[src/rtl/esc_pkg.sv]
package esc_pkg;

  typedef struct packed {
    logic above;
    logic at;
    logic below;
  } rng_t;

  localparam rng_t RNG_INVALID = '{above: 1'b1, at: 1'b1, below: 1'b1};

endpackage

[src/rtl/esc_in_sync.sv]
module esc_in_sync (
  input  logic clk,
  input  logic rst_n,
  input  logic raw_in,
  output logic lvl,
  output logic rise,
  output logic fall
);

  logic st1_q, st2_q, st3_q;
  logic st1_d, st2_d, st3_d;

  always_comb begin
    st1_d = raw_in;
    st2_d = st1_q;
    st3_d = st2_q;
  end

  always_ff @(posedge clk or negedge rst_n) begin
    if (!rst_n) begin
      st1_q <= 1'b0;
      st2_q <= 1'b0;
      st3_q <= 1'b0;
    end else begin
      st1_q <= st1_d;
      st2_q <= st2_d;
      st3_q <= st3_d;
    end
  end

  assign lvl  = st2_q;
  assign rise = st2_q & ~st3_q;
  assign fall = ~st2_q & st3_q;

endmodule

[src/rtl/esc_counter.sv]
module esc_counter #(
  parameter int AW          = 10,
  parameter int ZERO_OFFSET = 40
) (
  input  logic          clk,
  input  logic          rst_n,
  input  logic          up,
  input  logic          dn,
  input  logic          load,
  output logic [AW-1:0] value
);

  localparam logic [AW-1:0] ZO = AW'(ZERO_OFFSET);

  logic [AW-1:0] val_q, val_d;
  logic          val_en;

  always_comb begin
    val_en = load | (up ^ dn);
    val_d  = val_q;
    if (load)
      val_d = ZO;
    else if (up && !dn)
      val_d = val_q + AW'(1);
    else if (dn && !up)
      val_d = val_q - AW'(1);
  end

  always_ff @(posedge clk or negedge rst_n) begin
    if (!rst_n)
      val_q <= '0;
    else if (val_en)
      val_q <= val_d;
  end

  assign value = val_q;

endmodule

[src/rtl/esc_capture.sv]
module esc_capture #(
  parameter int AW = 10
) (
  input  logic          clk,
  input  logic          rst_n,
  input  logic          take,
  input  logic          rd,
  input  logic [AW-1:0] act,
  output logic [AW-1:0] fin,
  output logic          done,
  output logic          ovw,
  output logic          irq_done,
  output logic          irq_ovw
);

  logic [AW-1:0] fin_q;
  logic          done_q, done_d;
  logic          ovw_q, ovw_d;
  logic          irqd_q, irqd_d;
  logic          irqo_q, irqo_d;
  logic          lost;

  always_comb begin
    lost   = take & done_q & ~rd;
    done_d = done_q;
    ovw_d  = ovw_q;
    if (rd) begin
      done_d = 1'b0;
      ovw_d  = 1'b0;
    end
    if (take) begin
      done_d = 1'b1;
      if (lost)
        ovw_d = 1'b1;
    end
    irqd_d = take;
    irqo_d = lost;
  end

  always_ff @(posedge clk or negedge rst_n) begin
    if (!rst_n)
      fin_q <= '0;
    else if (take)
      fin_q <= act;
  end

  always_ff @(posedge clk or negedge rst_n) begin
    if (!rst_n) begin
      done_q <= 1'b0;
      ovw_q  <= 1'b0;
      irqd_q <= 1'b0;
      irqo_q <= 1'b0;
    end else begin
      done_q <= done_d;
      ovw_q  <= ovw_d;
      irqd_q <= irqd_d;
      irqo_q <= irqo_d;
    end
  end

  assign fin      = fin_q;
  assign done     = done_q;
  assign ovw      = ovw_q;
  assign irq_done = irqd_q;
  assign irq_ovw  = irqo_q;

endmodule

[src/rtl/esc_ctrl.sv]
module esc_ctrl
  import esc_pkg::*;
#(
  parameter int AW       = 10,
  parameter int PW       = 3,
  parameter int POS_STEP = 8
) (
  input  logic          clk,
  input  logic          rst_n,
  input  logic          mode_sel,
  input  logic          pos_wr,
  input  logic [PW-1:0] pos_num,
  input  logic          in_lvl,
  input  logic          in_rise,
  input  logic          in_fall,
  input  logic [AW-1:0] act,
  output logic          ev_rise,
  output logic          ev_fall,
  output logic          mode_rise,
  output logic          mode_on,
  output logic          pos_valid,
  output logic [PW-1:0] pos_act,
  output logic          sync_flag,
  output rng_t          rng,
  output logic          dir_flag,
  output logic [1:0]    chan_out,
  output logic          irq_pos
);

  localparam int TW = AW + PW + 8;

  logic          mprev_q;
  logic          mon_q, mon_d;
  logic          ign_q, ign_d;
  logic          sync_q, sync_d;
  logic          val_q, val_d;
  logic [PW-1:0] pend_q, pend_d;
  logic [PW-1:0] pact_q, pact_d;
  logic          reach_q, reach;
  logic          direct_wr;
  logic [TW-1:0] tgt_full;
  logic [TW-1:0] act_full;

  // mode edge and event qualification
  always_comb begin
    mode_rise = mode_sel & ~mprev_q;
    ev_rise   = mon_q & in_rise;
    ev_fall   = mon_q & in_fall & ~ign_q;
    direct_wr = pos_wr & ~mon_q & ~mode_rise;

    mon_d = mon_q;
    if (mode_rise)
      mon_d = 1'b1;
    else if (!mode_sel)
      mon_d = 1'b0;

    ign_d = ign_q;
    if (mode_rise)
      ign_d = in_lvl;
    else if (mon_q && in_fall)
      ign_d = 1'b0;

    sync_d = sync_q;
    if (mode_rise)
      sync_d = 1'b0;
    else if (ev_rise)
      sync_d = 1'b1;

    pend_d = pos_wr ? pos_num : pend_q;

    val_d  = val_q;
    pact_d = pact_q;
    if (mode_rise) begin
      val_d = 1'b0;
    end else if (ev_rise) begin
      val_d  = 1'b1;
      pact_d = pend_q;
    end else if (direct_wr) begin
      val_d  = 1'b1;
      pact_d = pos_num;
    end
  end

  always_ff @(posedge clk or negedge rst_n) begin
    if (!rst_n) begin
      mprev_q <= 1'b0;
      mon_q   <= 1'b0;
      ign_q   <= 1'b0;
      sync_q  <= 1'b0;
      val_q   <= 1'b0;
      reach_q <= 1'b0;
    end else begin
      mprev_q <= mode_sel;
      mon_q   <= mon_d;
      ign_q   <= ign_d;
      sync_q  <= sync_d;
      val_q   <= val_d;
      reach_q <= reach;
    end
  end

  always_ff @(posedge clk or negedge rst_n) begin
    if (!rst_n)
      pend_q <= '0;
    else if (pos_wr)
      pend_q <= pend_d;
  end

  always_ff @(posedge clk or negedge rst_n) begin
    if (!rst_n)
      pact_q <= '0;
    else if (ev_rise || direct_wr)
      pact_q <= pact_d;
  end

  // target compare and output drive
  always_comb begin
    tgt_full = TW'(pact_q) * TW'(POS_STEP);
    act_full = TW'(act);
    if (val_q) begin
      rng.below = act_full < tgt_full;
      rng.at    = act_full == tgt_full;
      rng.above = act_full > tgt_full;
      dir_flag  = act_full <= tgt_full;
      chan_out  = {rng.above, rng.below};
    end else begin
      rng      = RNG_INVALID;
      dir_flag = 1'b1;
      chan_out = 2'b00;
    end
    reach   = val_q & (act_full == tgt_full);
    irq_pos = reach & ~reach_q;
  end

  assign mode_on   = mon_q;
  assign pos_valid = val_q;
  assign pos_act   = pact_q;
  assign sync_flag = sync_q;

endmodule

[src/rtl/edge_sync_capture.sv]
module edge_sync_capture
  import esc_pkg::*;
#(
  parameter int AW          = 10,
  parameter int PW          = 3,
  parameter int POS_STEP    = 8,
  parameter int ZERO_OFFSET = 40
) (
  input  logic          clk,
  input  logic          rst_n,
  input  logic          in_sig,
  input  logic          mode_sel,
  input  logic          pos_wr,
  input  logic [PW-1:0] pos_num,
  input  logic          cnt_up,
  input  logic          cnt_dn,
  input  logic          rd_strobe,
  output logic [AW-1:0] act_val,
  output logic [AW-1:0] fin_val,
  output logic          sync_flag,
  output logic [2:0]    rng,
  output logic          dir_flag,
  output logic          done_flag,
  output logic          ovw_flag,
  output logic [1:0]    chan_out,
  output logic          irq_pos,
  output logic          irq_done,
  output logic          irq_ovw
);

  logic          in_lvl, in_rise, in_fall;
  logic          ev_rise, ev_fall, mode_rise, mode_on, pos_valid;
  logic [PW-1:0] pos_act;
  rng_t          rng_s;

  esc_in_sync u_sync (
    .clk    (clk),
    .rst_n  (rst_n),
    .raw_in (in_sig),
    .lvl    (in_lvl),
    .rise   (in_rise),
    .fall   (in_fall)
  );

  esc_counter #(.AW(AW), .ZERO_OFFSET(ZERO_OFFSET)) u_cnt (
    .clk   (clk),
    .rst_n (rst_n),
    .up    (cnt_up),
    .dn    (cnt_dn),
    .load  (ev_rise),
    .value (act_val)
  );

  esc_capture #(.AW(AW)) u_cap (
    .clk      (clk),
    .rst_n    (rst_n),
    .take     (ev_fall),
    .rd       (rd_strobe),
    .act      (act_val),
    .fin      (fin_val),
    .done     (done_flag),
    .ovw      (ovw_flag),
    .irq_done (irq_done),
    .irq_ovw  (irq_ovw)
  );

  esc_ctrl #(.AW(AW), .PW(PW), .POS_STEP(POS_STEP)) u_ctrl (
    .clk       (clk),
    .rst_n     (rst_n),
    .mode_sel  (mode_sel),
    .pos_wr    (pos_wr),
    .pos_num   (pos_num),
    .in_lvl    (in_lvl),
    .in_rise   (in_rise),
    .in_fall   (in_fall),
    .act       (act_val),
    .ev_rise   (ev_rise),
    .ev_fall   (ev_fall),
    .mode_rise (mode_rise),
    .mode_on   (mode_on),
    .pos_valid (pos_valid),
    .pos_act   (pos_act),
    .sync_flag (sync_flag),
    .rng       (rng_s),
    .dir_flag  (dir_flag),
    .chan_out  (chan_out),
    .irq_pos   (irq_pos)
  );

  assign rng = rng_s;

endmodule

[config.mk]
export PLATFORM = sky130hd
export DESIGN_NAME = edge_sync_capture
export DESIGN_NICKNAME = d
export VERILOG_FILES = /design/src/rtl/esc_pkg.sv /design/src/rtl/esc_in_sync.sv /design/src/rtl/esc_counter.sv /design/src/rtl/esc_capture.sv /design/src/rtl/esc_ctrl.sv /design/src/rtl/edge_sync_capture.sv
export SDC_FILE = /design/constraint.sdc
export NUM_CORES = 1
export LEC_CHECK = 0
export ABC_AREA = 0
export ABC_CLOCK_PERIOD_IN_PS = 2100
export BUFFER_PORTS_ARGS = -buffer_cell sky130_fd_sc_hd__buf_4
export CORE_ASPECT_RATIO = 0.6
export CORE_MARGIN = 1.5
export CORE_UTILIZATION = 54
export CTS_CLUSTER_DIAMETER = 200
export DETAILED_ROUTE_END_ITERATION = 10
export PLACE_DENSITY = 0.88
export SLEW_MARGIN = 0
export SYNTH_ARGS = -nofsm -noshare
export SYNTH_HDL_FRONTEND = slang
export SYNTH_SLANG_ARGS = --single-unit
[constraint.sdc]
create_clock -name clk -period 2.1 [get_ports clk]
set_clock_uncertainty 0.05 [all_clocks]
set_input_delay 0.105 -clock clk [delete_from_list [all_inputs] [get_ports clk]]
set_output_delay 0.105 -clock clk [all_outputs]
set_load 0.02 [all_outputs]
== Yosys cells after proc, flatten, opt, wreduce, memory -nomap -nowiden ==
Index checks and enable logic that the tools add are counted.
Storage, ports and cells
  logic and storage cells: 82
  register bits: 39
  output and inout bits: 32
Operators by class
  equality and inequality tests: 2
  magnitude comparators: 3
  bitwise operators: 22
  reduce and logical (&&, ||, !) cells: 14
  muxes and demuxes: 22
  $add $sub $neg: 2
Operators with widths (count)
  10-bit 2-to-1 mux: 3
  1-bit 2-to-1 mux: 15
  1-bit bitwise AND: 12
  10-bit by 1-bit adder with 10-bit output (second input constant): 1
  10-bit by 6-bit equality test with 1-bit output: 1
  10-bit by 6-bit greater-than comparator with 1-bit output: 1
  10-bit by 6-bit <= comparator with 1-bit output: 1
  10-bit by 6-bit < comparator with 1-bit output: 1
  10-bit by 1-bit subtractor with 10-bit output (second input constant): 1
  3-bit 2-to-1 mux: 3
  1-bit inverter: 8
  2-bit nonzero test: 4
  3-bit nonzero test: 2
  1-bit logical AND: 3
  3-bit AND reduction: 1
  1-bit zero test: 2
  2-bit 2-to-1 mux: 1
  2-bit by 1-bit inequality test with 1-bit output (second input constant): 1
  2-bit AND reduction: 1
  1-bit logical OR: 1
  1-bit OR: 1
  1-bit XOR: 1

== Longest topological paths before layout ==
  word-level depth: 8
  mapped depth: 9
  mapped depth without buffers: 9

== By module ==
A second synthesis with hierarchy kept.
Second synthesis, totals
  cells, all modules: 197
  area total of the unflattened synthesis: 2115.8 µm²
Modules (own cells, without submodules)
  esc_counter: instances 1, sequential area each 250.2 µm², area an instance 867.1 µm², cells each 99
  esc_ctrl: instances 1, sequential area each 300.3 µm², area an instance 629.4 µm², cells each 63
  esc_capture: instances 1, sequential area each 350.3 µm², area an instance 529.3 µm², cells each 30
  esc_in_sync: instances 1, sequential area each 75.1 µm², area an instance 90.1 µm², cells each 5

== Worst setup path before layout ==
Ideal clock, no wire load.
  path type: flip-flop to output port
  from: register u_cnt.val_q[4], in the netlist u_cnt.value[4]
  to: output rng[2]
  stages on the path, launching flop included: 6
  data required time: 1945 ps
  arrival: 1968 ps
  path buffers: 0
  slack: -23 ps
  path through: dfrtp_1 -> ha_1 -> nor2b_1 -> o21ai_0 -> nor3b_1 -> nor2_1
On the way
  cells in the longest elaborated chain, start to end: 2
Ends and longest elaborated chain
  start: declaration: line esc_counter.sv:15  | logic [AW-1:0] val_q, val_d;
  start signal: assignment: line esc_counter.sv:33  | val_q <= val_d;
  10-bit by 6-bit greater-than comparator with 1-bit output: line esc_ctrl.sv:123  | rng.above = act_full > tgt_full;
  3-bit 2-to-1 mux: line esc_ctrl.sv:120  | if (val_q) begin
  end: declaration: line edge_sync_capture.sv:21  | output logic [2:0] rng,
No other way between the ends.

== Worst setup path after layout ==
  from: register u_cnt.val_q[5], in the netlist u_cnt.value[5]
  to: output irq_pos
On the way
  cells in the longest elaborated chain, start to end: 3
Ends and longest elaborated chain
  10-bit by 6-bit equality test with 1-bit output: line esc_ctrl.sv:131  | reach = val_q & (act_full == tgt_full);
  1-bit bitwise AND: line esc_ctrl.sv:131
  1-bit bitwise AND: line esc_ctrl.sv:132  | irq_pos = reach & ~reach_q;
  end: declaration: line edge_sync_capture.sv:26  | output logic irq_pos,
No other way between the ends.

==> flow_summary.json <==
{
  "synthDistinctLibCells": 41,
  "htreeDepth": 2,
  "preCtsSetupSlack_ps": -171,
  "die_area_um2": 4150,
  "cpPeakStageDelay_ps": 460,
  "multi_input_area_um2": 1030,
  "fin_crit_ps": 2030,
  "dr.pass1.iters": 4,
  "synth_compound_area_share_pct": 14.0,
  "comb_power_share_pct": 55.7,
  "intPower_uw": 2270,
  "final_common_cell": "buf_4",
  "fill_cells": 265,
  "hp-start": "pos_num[1]",
  "wl_um": 4760,
  "netlist_instances": 196,
  "r2r_setup_slack_ps": 100,
  "worstRegToRegCells": 6,
  "die_x_um": 82.2,
  "slew_violations": 0,
  "cp-start-kind": "register",
  "fin_hold_ws_ps": 13.3,
  "portBuffers": 42,
  "synth_nets": 220,
  "cts_made_buffers": 5,
  "ir_worst_vdd_uv": 902,
  "drive_gt1_share_pct": 36.1,
  "wl_per_cell_um": 15.3,
  "arrival_ps": 1880,
  "clk_path_buf_depth": 2,
  "path_buf_inv": 1,
  "synth_xor_xnor_area_share_pct": 1.29,
  "worstSkewPairLatency_ps": 290,
  "p_switching_uw": 1610,
  "ys_ff_latch": 39,
  "cts_tree": "yes",
  "r2r-start": "u_cnt.value[1]$_DFFE_PN0P_",
  "ioPinCount": 43,
  "regArea_um2": 978,
  "cp_top_family": "simple AND/OR/NAND/NOR gates",
  "holdPathStages": 2,
  "path_cells": "ha_1, nor4b_4, nand3_1, nor3_1, buf_4",
  "worst_pin_slew_ps": 486,
  "cap_viol_max_count": 0,
  "initial_core_util_pct": 55.8,
  "grt_pass1_vias": 1684,
  "drc": 0,
  "synth-async-reset-ratio_pct": 100,
  "postPlaceCellArea_um2": 2530,
  "clock.fmax_ghz": 0.492,
  "worstSetupPathType": "register to output pin",
  "synth-simple-area-share_pct": 16.0,
  "leakagePower_uw": 0.00131,
  "core-area_um2": 3640,
  "pwr-share-clk_pct": 13.0,
  "worstPathMaxFanout": 5,
  "yosysSeqAreaShare_pct": 48.1,
  "syn-cell-area_um2": 2030,
  "grt_usage_pct": 25.9,
  "drt_iter0_markers": 56,
  "power_density_nw_per_um2": 1440,
  "worstHoldEndpoint": "u_ctrl.pend_q[1]$_DFFE_PN0P_",
  "setup_viol": 0,
  "timing.final.crit_share_pct": 96.8,
  "vias": 1716,
  "gp_congestion": 0.888,
  "rsz0062_at_grt": "true",
  "ys.warnings.count": 0,
  "syn2layout_area_growth_pct": 32.6,
  "cpMaxStageDelayCell": "dfrtp_2",
  "globalRouteOverflowTotal": 0,
  "grt_max_degree": 40,
  "ys.flop_type": "dfrtp_1",
  "fin_ws_ps": 67.4,
  "die_height_um": 50.5,
  "postLayoutCellArea_um2": 2690,
  "final_cell_mix": "62 x buf_4, 37 x dfrtp_1, 16 x nand2_1, 16 x nor2_1, 14 x mux2_2",
  "final_nets": 287,
  "clkSinkCount": 39,
  "avgSynthCellArea_um2": 10.4,
  "ant_nets": 0,
  "synth_edf_count": 0,
  "std_cell_rows": 17,
  "slew_headroom_pct": 67.6,
  "timing_hold_violations_final": 0,
  "diodes": 0,
  "status": "complete, no violations",
  "switching_share_pct": 41.5,
  "path_clk_slew_ps": 70,
  "antenna_found_initial": 0,
  "r2r_end": "u_cnt.value[8]$_DFFE_PN0P_",
  "critPathRequiredTime_ps": 1950,
  "synth_top_family_by_area": "simple AND/OR/NAND/NOR gates",
  "synthAdderAreaFrac_pct": 8.38,
  "place.detailed.hpwl_um": 3530,
  "synthMuxAreaShare_pct": 8.81,
  "power_uw": 3870,
  "vias_per_cell": 5.54,
  "ctsRootBufferMaster": "clkbuf_8",
  "hp-class": "input port to register",
  "endpoint_kind": "output pin",
  "p_seq_share_pct": 31.3,
  "grt_first_pass_wirelength_um": 7850
}
==> power groups by stage <==
stage	combinational [uW]	clock, uW	sequential (uW)
final	2160	504	1210
after floorplan	962	0	1410
after CTS	2080	513	1200
after global placement	1990	0	1190
after detailed placement	2050	0	1210
after global routing	2360	547	1240
==> metrics by stage <==
| step | std cells | utilization (%) | TNS [ps] |
|---|---|---|---|
| after detailed placement | 300 | 69.6 | -284 |
| after floorplan | 196 | - | 0 |
| final | 310 | 74.0 | 0 |
| after global placement | 300 | 69.6 | 0 |
| after CTS | 310 | 73.2 | 0 |
| after global routing | 310 | 74.0 | -72.2 |
==> layout make-up <==
| type | count | area share [%] |
|---|---|---|
| inverter | 11 | 1.53 |
| clock inverter | 1 | 0.186 |
| sequential | 39 | 36.3 |
| clock buffer | 6 | 3.07 |
| tap | 47 | 2.18 |
| timing repair buffer | 65 | 18.4 |
| multi-input combinational | 141 | 38.3 |
==> cell usage after synthesis, drive strengths merged (2+ instances only) <==
library cell	n	share of area, %
or4	2	0.92
a21oi	14	3.5
ha	12	7.4
clkbuf	2	0.37
nor4	2	0.62
mux2	15	8.3
nor3	6	1.5
nand4	2	0.62
xor2	2	0.86
dfrtp	39	48
nor4b	2	0.86
nor2	17	3.1
nand3	7	2.0
nand2	16	3.0
a31oi	6	1.8
o21ai	5	1.2
nand3b	3	1.1
a21o	4	1.5
o21a	5	1.8
inv	11	2.0
nor2b	4	1.2
buf	3	0.99
a211oi	5	1.8
==> flip-flops by register name, indices dropped and copies added (netlist names) <==
| signal | count |
|---|---|
| u_sync.st3_q | 1 |
| u_ctrl.reach_q | 1 |
| u_cap.fin | 10 |
| u_cap.ovw | 1 |
| u_ctrl.pend_q | 3 |
| u_ctrl.sync_flag | 1 |
| u_ctrl.mode_on | 1 |
| u_ctrl.pos_act | 3 |
| u_ctrl.ign_q | 1 |
| u_sync.lvl | 1 |
| u_cap.done | 1 |
| u_ctrl.pos_valid | 1 |
| u_sync.st1_q | 1 |
| u_cap.irq_ovw | 1 |
| u_ctrl.mprev_q | 1 |
| u_cnt.value | 10 |
| u_cap.irq_done | 1 |
==> how the worst max path moves through the flow <==
| stage | from | end | slack [ps] | cells past startpoint |
|---|---|---|---|---|
| final | u_cnt.value[5]$_DFFE_PN0P_ | irq_pos | 70 | 5 |
| after global routing | u_cnt.value[5]$_DFFE_PN0P_ | chan_out[1] | -30 | 6 |
| after CTS | u_cnt.value[1]$_DFFE_PN0P_ | u_cnt.value[7]$_DFFE_PN0P_ | 60 | 6 |
| after detailed placement | cnt_up | u_cnt.value[7]$_DFFE_PN0P_ | -170 | 9 |
| after global placement | cnt_up | u_cnt.value[9]$_DFFE_PN0P_ | 30 | 9 |
| after floorplan | u_cnt.value[0]$_DFFE_PN0P_ | u_cnt.value[8]$_DFFE_PN0P_ | 70 | 6 |
==> cell families after synthesis <==
| family | count (synthesis) |
|---|---|
| buf+inv | 16 |
| fa+ha+maj | 13 |
| compound gates | 45 |
| simple gates | 64 |
| xor+xnor | 3 |
| mux | 16 |
| flops | 39 |
==> timing repair <==
action,4_1_cts,5_1_grt
hold endpoints to repair,41,0
gates cloned,0,0
setup buffers,0,0
pin swaps,0,1
setup endpoints to repair,3,6
hold buffers,3,0
gates resized for setup,2,10
==> layer usage <==
metal	share of wire [%]	up-vias	GRT usage (%)
met5	0	-	0
met4	0.53	0	6.21
met3	5.8	5	6.18
met2	45	56	40.4
met1	49	819	36.5
li1	-	836	-
(Power assumes the default switching activity.)
